--- src/rtl/usb_irq_glue.sv ---
module usb_irq_glue #(
  parameter int          ADDR_W    = 8,
  parameter int          CORE_BITS = 9,
  parameter int          CORE_LSB  = 16,
  parameter logic [31:0] REV_ID    = 32'h0001_0A00
) (
  input  logic              clk,
  input  logic              rst_n,
  input  logic              wr_en,
  input  logic              rd_en,
  input  logic [ADDR_W-1:0] addr,
  input  logic [31:0]       wdata,
  output logic [31:0]       rdata,
  input  logic [15:0]       ep_tx_evt,
  input  logic [15:1]       ep_rx_evt,
  input  logic [CORE_BITS-1:0] core_evt,
  input  logic              vbus_drive,
  output logic              irq
);
  localparam logic [ADDR_W-1:0] A_REV   = ADDR_W'(8'h00);
  localparam logic [ADDR_W-1:0] A_CTRL  = ADDR_W'(8'h04);
  localparam logic [ADDR_W-1:0] A_STAT  = ADDR_W'(8'h08);
  localparam logic [ADDR_W-1:0] A_EP    = ADDR_W'(8'h20);
  localparam logic [ADDR_W-1:0] A_CORE  = ADDR_W'(8'h40);
  localparam logic [ADDR_W-1:0] A_EOI   = ADDR_W'(8'h60);
  localparam logic [ADDR_W-1:0] O_SET   = ADDR_W'(8'h04);
  localparam logic [ADDR_W-1:0] O_CLR   = ADDR_W'(8'h08);
  localparam logic [ADDR_W-1:0] O_MSK   = ADDR_W'(8'h0C);
  localparam logic [ADDR_W-1:0] O_MSET  = ADDR_W'(8'h10);
  localparam logic [ADDR_W-1:0] O_MCLR  = ADDR_W'(8'h14);
  localparam logic [ADDR_W-1:0] O_MVIEW = ADDR_W'(8'h18);
  localparam logic [31:0] EP_VALID   = 32'hFFFE_FFFF;
  localparam logic [31:0] CORE_VALID = 32'(((64'd1 << CORE_BITS) - 64'd1) << CORE_LSB);

  logic [31:0] ep_src, ep_mask, core_src, core_mask;
  logic        fired, irq_q;

  function automatic logic [31:0] next_bits(
    input logic [31:0] cur, input logic set_en, input logic clr_en,
    input logic [31:0] d, input logic [31:0] hw, input logic [31:0] valid);
    logic [31:0] s, c;
    s = set_en ? d : '0;
    c = clr_en ? d : '0;
    return ((cur & ~c) | s | hw) & valid;
  endfunction

  wire soft_rst = wr_en && addr == A_CTRL && wdata[0];
  wire eoi_wr   = wr_en && addr == A_EOI;

  logic [31:0] ep_hw, core_hw;
  assign ep_hw   = {ep_rx_evt, 1'b0, ep_tx_evt};
  assign core_hw = 32'(core_evt) << CORE_LSB;

  wire pending = |(ep_src & ep_mask) | |(core_src & core_mask);

  always_ff @(posedge clk or negedge rst_n) begin
    if (!rst_n) begin
      ep_src <= '0; ep_mask <= '0; core_src <= '0; core_mask <= '0;
    end else if (soft_rst) begin
      ep_src <= '0; ep_mask <= '0; core_src <= '0; core_mask <= '0;
    end else begin
      ep_src    <= next_bits(ep_src, wr_en && addr == A_EP + O_SET,
                             wr_en && addr == A_EP + O_CLR, wdata, ep_hw, EP_VALID);
      ep_mask   <= next_bits(ep_mask, wr_en && addr == A_EP + O_MSET,
                             wr_en && addr == A_EP + O_MCLR, wdata, '0, EP_VALID);
      core_src  <= next_bits(core_src, wr_en && addr == A_CORE + O_SET,
                             wr_en && addr == A_CORE + O_CLR, wdata, core_hw, CORE_VALID);
      core_mask <= next_bits(core_mask, wr_en && addr == A_CORE + O_MSET,
                             wr_en && addr == A_CORE + O_MCLR, wdata, '0, CORE_VALID);
    end
  end

  always_ff @(posedge clk or negedge rst_n) begin
    if (!rst_n) begin
      fired <= 1'b0; irq_q <= 1'b0;
    end else if (soft_rst || eoi_wr) begin
      fired <= 1'b0; irq_q <= 1'b0;
    end else if (!fired && pending) begin
      fired <= 1'b1; irq_q <= 1'b1;
    end else if (!pending) begin
      irq_q <= 1'b0;
    end
  end

  assign irq = irq_q;

  logic [31:0] rmux;
  always_comb begin
    case (addr)
      A_REV:           rmux = REV_ID;
      A_STAT:          rmux = {31'b0, vbus_drive};
      A_EP:            rmux = ep_src;
      A_EP + O_MSK:    rmux = ep_mask;
      A_EP + O_MVIEW:  rmux = ep_src & ep_mask;
      A_CORE:          rmux = core_src;
      A_CORE + O_MSK:  rmux = core_mask;
      A_CORE + O_MVIEW: rmux = core_src & core_mask;
      default:         rmux = '0;
    endcase
  end

  assign rdata = rd_en ? rmux : '0;
endmodule


--- config.mk ---
export PLATFORM = sky130hd
export DESIGN_NAME = usb_irq_glue
export DESIGN_NICKNAME = d
export VERILOG_FILES = /design/src/rtl/usb_irq_glue.sv
export SDC_FILE = /design/constraint.sdc
export NUM_CORES = 1
export LEC_CHECK = 0
export BUFFER_PORTS_ARGS = -buffer_cell sky130_fd_sc_hd__buf_2
export CAP_MARGIN = 40
export CORE_MARGIN = 2
export CORE_UTILIZATION = 40
export CTS_BUF_LIST = sky130_fd_sc_hd__clkbuf_2
export DETAILED_ROUTE_END_ITERATION = 8
export GPL_TIMING_DRIVEN = 0
export PLACE_DENSITY = 0.7
export SETUP_SLACK_MARGIN = 0.02
export SKIP_LAST_GASP = 1
export SLEW_MARGIN = 10
export SYNTH_ARGS = -nofsm -noshare
export SYNTH_HDL_FRONTEND = slang
export SYNTH_SLANG_ARGS = --single-unit
--- constraint.sdc ---
create_clock -name clk -period 2.61 [get_ports clk]
set_clock_uncertainty 0.2 [all_clocks]
set_input_delay 0.261 -clock clk [delete_from_list [all_inputs] [get_ports clk]]
set_output_delay 0.261 -clock clk [all_outputs]
set_load 0.02 [all_outputs]
======== Yosys cells after proc, flatten, opt, wreduce, memory -nomap -nowiden ========
Index checks and enable logic that the tools add are counted.
cells by class
  mux-type cells .......................... 19
  order comparisons ....................... 0
  eq/ne operators ......................... 18
  multipliers ............................. 0
  div/mod/pow operators ................... 0
  $add $sub $neg .......................... 0
  reduce and logical (&&, ||, !) cells .... 18
  shift-type cells ........................ 0
  bitwise operators ....................... 17
operators by type and width
  operator                                                         number
  32-bit case mux with 8 select lines                              1
  32-bit two-way mux                                               7
  25-bit two-way mux                                               6
  32-bit bitwise AND                                               3
  32-bit bitwise OR                                                3
  25-bit bitwise AND                                               3
  25-bit bitwise OR                                                3
  8-bit by 7-bit == test with 1-bit output, second input constant  8
  32-bit NOT                                                       2
  32-bit OR reduction                                              2
  8-bit by 6-bit == test with 1-bit output, second input constant  7
  25-bit NOT                                                       2
  1-bit logical AND                                                12
  8-bit by 3-bit == test with 1-bit output, second input constant  1
  8-bit by 4-bit == test with 1-bit output, second input constant  1
  8-bit logical NOT                                                1
  1-bit two-way mux                                                5
  3-bit by 1-bit != test with 1-bit output, second input constant  1
  2-bit nonzero test                                               1
  1-bit logical NOT                                                1
  1-bit logical OR                                                 1
  1-bit bitwise OR                                                 1
word-level totals
  memories kept ........................... 0
  bits in registers ....................... 116
  input port bits ......................... 85
  memory bits (read-only) ................. 0
  memory bits (writable) .................. 0
  bits in latches ......................... 0
  output and inout port bits .............. 33
  logic and storage cells ................. 78

======== Longest topological paths before layout ========
  depth in word-level cells ............... 8
  depth in mapped cells ................... 7
  mapped depth without buffers ............ 5

======== Worst setup path before layout ========
Ideal clock, no wire load.
  path kind ............................... input port to output port
  from .................................... input addr[2]
  to ...................................... output rdata[11]
  stages on the path ...................... 7
  path buffers ............................ 2
  setup slack ............................. 0.271 ns
  required time ........................... 2.149 ns
  arrival time ............................ 1.878 ns
  cell sequence ........................... or4b_1 buf_2 nor2_4 buf_4 a21oi_1 nand2b_1 a31oi_1
between the ends
  longest elaborated chain between the ends .. 3
  elaborated cells between the ends (all ways) .. 10
  those cells by class .................... 7 x eq/ne; 2 x mux; 1 x reduce/logical
ends and longest elaborated chain
  item                                                              RTL line  text
  start: declaration                                                11        input logic [ADDR_W-1:0] addr,
  8-bit by 7-bit == test with 1-bit output (tied with other cells)  89        case (addr)
  32-bit case mux with 8 select lines (*)                           89
  32-bit two-way mux (*)                                            102       assign rdata = rd_en ? rmux : '0;
  end: declaration                                                  13        output logic [31:0] rdata,
Every way passes the cells marked *; elsewhere a longest branch is shown, timed or not.

======== Worst setup path after layout ========
  from .................................... input addr[0]
  to ...................................... output rdata[9]
Same word-level chain as after synthesis.

==> out/results.tsv <==
stage	metric	value	unit
synthesis	yosys_warnings	0	
sta	final.setup.worst_slack	32.57	ps
setup_path	critPathKind	primary input to primary output	
synthesis	synthArstFlopShare	100.0	%
floorplanning	die_w	118.3	µm
global_route	grt_util_all_layers	26.84	%
synthesis	syn_inst	581	
global_route	grt_pass1_vias	5693	
synthesis	ys_types	36	
synthesis	syn_area	0.005224	mm²
placement	portBuffers	108	
global_route	antenna_found_initial	0	
sta	rsz0062_at_grt	yes	
synthesis	synth-seq-cells	82	
synthesis	synth_top_area_cell	dfrtp_1	
setup_path	worstPathRequired	2150	ps
floorplanning	ios	118	
cells_and_area	post-route-util	60.54	%
drt	ant_nets	0	
floorplanning	start_util	41.23	%
synthesis	synth.yosys.seq_area_share	39.28	%
cts	clock_sinks	82	
cells_and_area	synthToLayoutAreaGrowth	46.85	%
setup_path	r2r_setup_slack	280	ps
setup_path	crit_end	rdata[9]	
cells_and_area	nNetsFinal	919	
power	p_per_area	329.3	mW/mm²
global_route	grt_max_degree	46	
drt	via_count	5904	
cts	clockBufferDepth	2	
cells_and_area	ff_latch_area	0.002052	mm²
synthesis	ys.flop_type	dfrtp_1	
floorplanning	dieArea	0.01399	mm²
synthesis	syn-num-nets	666	
sta	slew_headroom	58.08	%
drt	viasPerCell	5.840	
synthesis	yosysTopAreaCellShare	39.28	%
placement	place.gp.congestion	0.9091	
sta	hold_violations	0	
synthesis	synthTopCellsByCount	nand2_1 (112), dfrtp_1 (82), nor2_1 (82)	
min_path	worstHoldPathType	primary input to flop	
setup_path	cp-end-kind	primary output	
setup_path	r2r_end	irq$_DFFE_PN0P_	
power	p_leak	3.100	nW
global_route	grt_first_pass_wirelength	29720	µm
setup_path	start_kind	primary input	
placement	pre_cts_ws	-108.8	ps
cells_and_area	fillers	1077	
sta	fmax	388.0	MHz
power	ir_drop	0.2153	mV
sta	setup_violations	0	
placement	dpl.hpwl	13230	µm
setup_path	rr_worst_depth	5	
floorplanning	core_area	0.01267	mm²
synthesis	synth.most_common_cell	nand2_1	
cells_and_area	multi_input_area	0.002938	mm²
floorplanning	rows	41	
setup_path	crit_fanout	7	
cts	cts_root_buf	clkbuf_2	
cells_and_area	drive_above_1_share	30.75	%
synthesis	synth_edf_count	0	
synthesis	syn_avg_cell_area	8.991	µm²
cts	numCtsBuffers	9	
setup_path	startpoint	addr[0]	
floorplanning	dieHeight	118.3	µm
job	drv_cap	0	
synthesis	yosys-top-cells-area	dfrtp_1 (39%), a221oi_2 (8.6%), nand2_1 (8.0%), a22oi_1 (7.9%), nor2_1 (5.9%)	
sta	min_period	2577	ps
status	status	complete, no violations	
power	finalPower	2.526	mW
drt	drc	0	
cts	cts_tree	built	
sta	tightestPinTransition	626.7	ps
cts	clkLatencyLatePin	550	ps
global_route	grt_overflow	0	
cells_and_area	antenna_cells	0	
drt	wire_per_inst	19.39	µm
drt	dr.pass1.iters	5	
drt	drtIter0Drc	503	
sta	fin_crit_sh	98.75	%
setup_path	r2r-start	core_src[23]$_DFF_PN0_	
cts	cts-htree-levels	3	
cts	clk_pin_slew	260	ps
setup_path	critPathArrivalTime	2120	ps
drt	wl	19600	µm
min_path	hold_depth	6	
sta	maxSlewViolCount	0	
-- report_power, final --
group / switching [mW] / internal (mW) / leakage (nW)
combinational: 0.190 / 0.207 / 2.09
sequential: 0.0420 / 1.30 / 0.925
clock: 0.453 / 0.330 / 0.0838
total: 0.685 / 1.84 / 3.10
-- final cells by class --
class | instances | area share, %
clock inverter | 3 | 0.8318
sequential | 82 | 26.75
multi-input combinational | 452 | 38.30
buffer | 45 | 4.763
inverter | 2 | 0.09786
timing repair buffer | 242 | 25.61
tap | 172 | 2.805
clock buffer | 13 | 0.8481
-- registers in the layout (all words and copies together), names as in the netlist --
register	flops
ep_mask	31
irq	1
ep_src	31
fired	1
core_mask	9
core_src	9
-- critical path, cell delays in order --
cell and delay [ps]:
buf_4 120, or4b_4 530, buf_6 150, nor2_4 160
buf_12 160, buf_8 120, a21oi_2 50, nand2b_4 140
a31oi_2 220, buf_4 180
-- cells in the final DEF, fill, tap and decap left out, drive strengths merged, types with 2 or more instances in the layout --
cell / synthesis / routed
buf: 42 / 165
dlygate4sd3: 0 / 116
nand2: 112 / 112
nor2: 85 / 85
dfrtp: 82 / 82
a22oi: 55 / 55
a21oi: 54 / 54
a221oi: 47 / 47
nand2b: 28 / 28
clkbuf: 3 / 19
nor3: 13 / 13
o21a: 9 / 9
nand3: 9 / 9
nor2b: 8 / 8
a22o: 7 / 7
a32oi: 5 / 5
a31oi: 4 / 4
or4: 3 / 3
or4b: 3 / 3
nand4bb: 2 / 2
inv: 2 / 2
and3: 2 / 2
bufinv: 0 / 2
-- logic make-up (layout without fill, tap and decap cells) --
group | Yosys count | after routing | synth area share (%)
DFF | 82 | 82 | 39.28
buffers and inverters | 47 | 305 | 5.868
xor gates and xnor gates | 1 | 1 | 0.1677
AOI/OAI and AO/OA | 182 | 182 | 30.08
and+or+nand+nor | 269 | 269 | 24.60
-- how the worst min path moves through the flow --
stage,startpoint,end
detailed placement,rst_n,ep_src[12]$_DFF_PN0_
CTS,wr_en,ep_mask[30]$_DFF_PN0_
floorplan,rst_n,core_mask[16]$_DFF_PN0_
global route,wr_en,ep_mask[31]$_DFF_PN0_
finish,wr_en,ep_mask[30]$_DFF_PN0_
global placement,fired$_DFFE_PN0P_,fired$_DFFE_PN0P_
-- what timing repair did --
| action | CTS | global route |
|---|---|---|
| resized for setup | 7 | 43 |
| hold buffers | 117 | 0 |
| endpoints found under the setup margin | 24 | 29 |
| hold endpoints to repair | 164 | 0 |
| pin swaps | 2 | 9 |
| cloned | 0 | 4 |
| buffers inserted | 0 | 12 |
-- routing by layer --
metal	part of all wire, %	up-vias	GRT usage [%]	wire (µm)
li1	-	2628	-	-
met1	39	2858	33.42	7725
met2	49	357	45.48	9560
met3	8.6	61	5.550	1687
met4	3.2	0	10.47	627
met5	0	-	0	0
-- stage by stage --
stage | instance area (µm²) | std cells | TNS [ps] | hold WS [ps]
2_1_floorplan | 5224 | 581 | 0 | -234.6
3_3_place_gp | 5979 | 861 | -1410 | 273.6
3_5_place_dp | 6010 | 862 | -1609 | 75.03
4_1_cts | 7347 | 995 | 0 | 148.6
5_1_grt | 7671 | 1011 | -52.11 | 210.4
6_report | 7671 | 1011 | 0 | 154.5
No activity file was read; power rests on OpenSTA's default activity.
